$ cat src/rtl/seg_drv_pkg.sv
package seg_drv_pkg;

  // Strobes passed from control to the datapath each system clock.
  typedef struct packed {
    logic shiftStep;  // move the chain one position this edge
    logic shiftUp;    // 1: toward higher stages, 0: toward lower
    logic latchLoad;  // reload the holding bank this edge
  } seg_strobe_t;

endpackage

$ cat src/rtl/seg_drv_ctrl.sv
module seg_drv_ctrl
  import seg_drv_pkg::*;
(
  input  logic        clk,
  input  logic        rst,
  input  logic        shiftClk,
  input  logic        dirUp,
  input  logic        latchEn,
  output seg_strobe_t strb
);

  logic shiftClkQ;

  always_ff @(posedge clk) begin
    if (rst) shiftClkQ <= 1'b0;
    else     shiftClkQ <= shiftClk;
  end

  always_comb begin
    strb.shiftStep = shiftClk & ~shiftClkQ & ~rst;
    strb.shiftUp   = dirUp;
    strb.latchLoad = latchEn & ~rst;
  end

  // A held-high shift clock must never yield two steps in a row.
  AST_STEP_SINGLE: assert property (@(posedge clk) disable iff (rst)
    strb.shiftStep |=> !strb.shiftStep);

endmodule

$ cat src/rtl/seg_drv_path.sv
module seg_drv_path
  import seg_drv_pkg::*;
#(
  parameter int NUM_CH = 32
) (
  input  logic              clk,
  input  logic              rst,
  input  seg_strobe_t       strb,
  input  logic              serIn,
  output logic              cascadeOut,
  output logic [NUM_CH-1:0] latched
);

  localparam int LAST = NUM_CH - 1;

  logic [NUM_CH-1:0] chain;
  logic [NUM_CH-1:0] chainNext;

  // Per-stage source selection for both directions.
  for (genvar i = 0; i < NUM_CH; i++) begin : g_stage
    logic fromBelow;
    logic fromAbove;
    if (i == 0) begin : g_first
      assign fromBelow = serIn;
    end else begin : g_inner_lo
      assign fromBelow = chain[i-1];
    end
    if (i == LAST) begin : g_last
      assign fromAbove = serIn;
    end else begin : g_inner_hi
      assign fromAbove = chain[i+1];
    end
    assign chainNext[i] = strb.shiftUp ? fromBelow : fromAbove;
  end

  always_ff @(posedge clk) begin
    if (rst)                 chain <= '0;
    else if (strb.shiftStep) chain <= chainNext;
  end

  always_ff @(posedge clk) begin
    if (rst)                 latched <= '0;
    else if (strb.latchLoad) latched <= chain;
  end

  assign cascadeOut = strb.shiftUp ? chain[LAST] : chain[0];

  AST_MOVE_UP: assert property (@(posedge clk) disable iff (rst)
    (strb.shiftStep && strb.shiftUp) |=>
      (chain[0] == $past(serIn)) && (chain[LAST:1] == $past(chain[LAST-1:0])));

  AST_MOVE_DOWN: assert property (@(posedge clk) disable iff (rst)
    (strb.shiftStep && !strb.shiftUp) |=>
      (chain[LAST] == $past(serIn)) && (chain[LAST-1:0] == $past(chain[LAST:1])));

  AST_CHAIN_IDLE: assert property (@(posedge clk) disable iff (rst)
    !strb.shiftStep |=> $stable(chain));

  AST_BANK_HOLD: assert property (@(posedge clk) disable iff (rst)
    !strb.latchLoad |=> $stable(latched));

  AST_BANK_TRACK: assert property (@(posedge clk) disable iff (rst)
    strb.latchLoad |=> (latched == $past(chain)));

endmodule

$ cat src/rtl/seg_drv_polarity.sv
module seg_drv_polarity #(
  parameter int NUM_CH = 32
) (
  input  logic [NUM_CH-1:0] latched,
  input  logic              polarity,
  output logic [NUM_CH-1:0] segOut,
  output logic              backplane
);

  for (genvar i = 0; i < NUM_CH; i++) begin : g_seg
    assign segOut[i] = latched[i] ^ polarity;
  end

  assign backplane = polarity;

endmodule

$ cat src/rtl/seg_line_driver.sv
module seg_line_driver
  import seg_drv_pkg::*;
#(
  parameter int NUM_CH = 32
) (
  input  logic              clk,
  input  logic              rst,
  input  logic              shiftClk,
  input  logic              serIn,
  input  logic              dirUp,
  input  logic              latchEn,
  input  logic              polarity,
  output logic              cascadeOut,
  output logic [NUM_CH-1:0] segOut,
  output logic              backplane
);

  seg_strobe_t       strb;
  logic [NUM_CH-1:0] latched;

  seg_drv_ctrl u_ctrl (
    .clk      (clk),
    .rst      (rst),
    .shiftClk (shiftClk),
    .dirUp    (dirUp),
    .latchEn  (latchEn),
    .strb     (strb)
  );

  seg_drv_path #(.NUM_CH(NUM_CH)) u_path (
    .clk        (clk),
    .rst        (rst),
    .strb       (strb),
    .serIn      (serIn),
    .cascadeOut (cascadeOut),
    .latched    (latched)
  );

  seg_drv_polarity #(.NUM_CH(NUM_CH)) u_pol (
    .latched   (latched),
    .polarity  (polarity),
    .segOut    (segOut),
    .backplane (backplane)
  );

endmodule

$ cat config.mk
export PLATFORM = sky130hd
export DESIGN_NAME = seg_line_driver
export DESIGN_NICKNAME = d
export VERILOG_FILES = /design/src/rtl/seg_drv_pkg.sv /design/src/rtl/seg_drv_ctrl.sv /design/src/rtl/seg_drv_path.sv /design/src/rtl/seg_drv_polarity.sv /design/src/rtl/seg_line_driver.sv
export SDC_FILE = /design/constraint.sdc
export NUM_CORES = 1
export LEC_CHECK = 0
export BUFFER_PORTS_ARGS = -buffer_cell sky130_fd_sc_hd__buf_2
export CELL_PAD_IN_SITES_DETAIL_PLACEMENT = 0
export CELL_PAD_IN_SITES_GLOBAL_PLACEMENT = 1
export CORE_ASPECT_RATIO = 1.5
export CORE_UTILIZATION = 45
export DETAILED_ROUTE_END_ITERATION = 12
export PLACE_DENSITY_LB_ADDON = 0.08
export SLEW_MARGIN = 20
export SYNTH_ARGS = -nofsm -noshare
export SYNTH_HDL_FRONTEND = slang
export SYNTH_SLANG_ARGS = --single-unit
export TNS_END_PERCENT = 50
$ cat constraint.sdc
create_clock -name clk -period 2.45 [get_ports clk]
set_input_delay 0 -clock clk [delete_from_list [all_inputs] [get_ports clk]]
set_output_delay 0 -clock clk [all_outputs]
set_load 0.05 [all_outputs]
==> run metrics <==
RR Startpoint u_ctrl.shiftClkQ; Max Fclk 837.5 MHz; GR Overflow Total 0; Slew HR roughly 36%; Commonest cells post-synth dfxtp_1 (65), mux2i_1 (64), nor2_1 (64); via count roughly 2k; TritonRoute pass-1 iters 4; # DRC 0; CP arrival roughly 1.2 ns; Avg Vias per Cell approximately 5; post-cts sizing count 0; Clock Path Buffers 2; Layout area overhead 9.372%; final net count around 320; Mapped Area roughly 3100 um2; number of global-route vias before repair 1944; Routability Congestion between 0.6 and 0.7; R2R depth 4; Post-synth EDFFs 0; post-synthesis mux area share between 20% and 30%; count of cell types in the netlist 14; path type of the worst min-delay path in2reg; top cells by area, synth dfxtp_1 (42%), mux2i_1 (21%), a211oi_2 (12%); DR iter-0 viols between 100 and 150; flops & latches, synth 65; post-CTS setup buffer count 0; Cells after Synth roughly 290; xor/xnor share of the synthesized area approximately 9.0%; Lkg Pwr about 1.5 nW; Synth Area in Compound Gates between 10% and 20%; unrepaired setup endpoints after global routing no; Post-Syn Nets slightly below 300; Routed WL per cell roughly 14 um; Power Density 727.5 nW/um2; H-tree levels 3; IO buf count 40; simple-gate area share of the yosys netlist about 8.2%; Tcrit/Tclk final around half; Core Box Area approximately 6600 um2; area leader, netlist dfxtp_1; startpoint types flip-flop; CTS tree done; post-synthesis adder-cell area fraction 0%; total CTS buffers 9; largest family of logic cells by synthesized area multiplexers; Die Area 7256 um2; ys async rst share 0%; Hold-fix buffers, CTS 1; Setup crit end kind primary output; global-route wire length before repair ~9300 um; final hold viol count 0; Total GRT Usage 16.01%; ANT nets after route 0; Worst-path clk slew about 0.07 ns; # rows 36; final wirelength around 5500 um; Worst R2R End u_path.chain[2]; initial antenna violation count 0; largest net degree at the start of global routing 65; syn_area_per_cell between 10 and 15 um2; worst slew pin tran 0.9575 ns; Synth top area share 41.83%; critical path class reg2out; Sinks on Clock Net 65; share of post-route cells with drive strength above 1 27.59%; setup ws final around 1.3 ns; status finished clean; Synth warnings 0; Worst-Skew Late Latency 0.34 ns; Setup violations, final 0; hpwl dp 3320 um; starting density of the core a little under half; Worst EP required ~2.5 ns; Clock Skew 0.009615 ns; CP max FO 4; Die Height around 100 um; R2R Setup Slk between 1 and 1.5 ns; Die Wd 69.89 um; Max VDD drop about 540 uV; prevailing post-synth register cell dfxtp_1; root buf cell clkbuf_8; I/O pins 41; dominant cell by count in the synthesized netlist dfxtp_1; Max-cap violations 0; Final Max Tran Viols 0; sequential area share after synthesis around two fifths; setup TNS 0 ns; antenna diode count 0; CP Capture Point cascadeOut; pre-CTS setup slack approximately 1.1 ns; minimum clock period roughly 1.2 ns; CP Launch Point u_path.chain[31]
[through the flow]
| step | util (%) | std cells | cell area [um2] | hold slack, ns | total power, mW |
|---|---|---|---|---|---|
| after floorplan | - | 287 | 3110 | 0.1282 | 1.634 |
| after global placement | 48.99 | 380 | 3222 | 0.2339 | 1.705 |
| after detailed placement | 48.99 | 380 | 3222 | 0.2429 | 1.709 |
| after CTS | 51.73 | 395 | 3402 | 0.01144 | 2.516 |
| after global routing | 51.73 | 395 | 3402 | 0.05904 | 2.601 |
| final | 51.73 | 395 | 3402 | 0.02333 | 2.475 |
[sequential cells by signal (all words and copies together) (netlist names)]
name              cells
u_path.chain         32
u_ctrl.shiftClkQ      1
u_path.latched       32
[worst min-delay path by stage]
stage               cells after the start                to  slack (ns)     start
floorplan                               1  u_ctrl.shiftClkQ        0.13  shiftClk
global placement                        2  u_ctrl.shiftClkQ        0.23  shiftClk
detailed placement                      2  u_ctrl.shiftClkQ        0.24  shiftClk
CTS                                     3   u_path.chain[0]        0.01     serIn
global route                            3   u_path.chain[0]        0.06     serIn
finish                                  3   u_path.chain[0]        0.02     serIn
[kinds of logic (layout without fill, tap and decap cells)]
family                 Yosys count  in the layout
AO/OA/AOI/OAI                   32             32
XOR/XNOR                        32             32
flip-flops                      65             65
buffers and inverters           27             59
AND/OR/NAND/NOR                 66             66
multiplexers                    65             65
[power by group]
part	internal, mW	switching (mW)
Sequential	1.12	0.0572
Clock	0.411	0.385
Combinational	0.156	0.348
[cells in the final DEF, fill, tap and decap left out]
| cell type | instances |
|---|---|
| clkinvlp_4 | 2 |
| dfxtp_1 | 65 |
| clkbuf_1 | 1 |
| nor2_1 | 64 |
| buf_4 | 3 |
| clkbuf_8 | 11 |
| nor2b_4 | 1 |
| dlygate4sd3_1 | 1 |
| buf_12 | 1 |
| a211oi_1 | 2 |
| a211oi_2 | 30 |
| nor2b_1 | 1 |
| buf_2 | 40 |
| mux2_1 | 1 |
| mux2i_1 | 64 |
| xor2_1 | 32 |
[critical path, stage by stage, from the launching register on]
cell and delay [ns]:
dfxtp_1 0.34, mux2_1 0.31, buf_2 0.22
[layout make-up]
cell class | instances | area, um2
well taps | 76 | 95.09
multi-input cells | 195 | 1583
clock buffers | 12 | 155.1
clock inverters | 2 | 15.01
repair buffers | 45 | 252.7
fillers | 651 | 3174
flip-flops and latches | 65 | 1301
[layer usage]
| metal | track usage (%) | wire length, um |
|---|---|---|
| met2 | 25.00 | 2670 |
| met1 | 20.12 | 2551 |
| met5 | 0 | 0 |
| met3 | 3.599 | 142 |
| met4 | 9.000 | 110 |
Note: power is estimated with default switching activity, not from simulation.
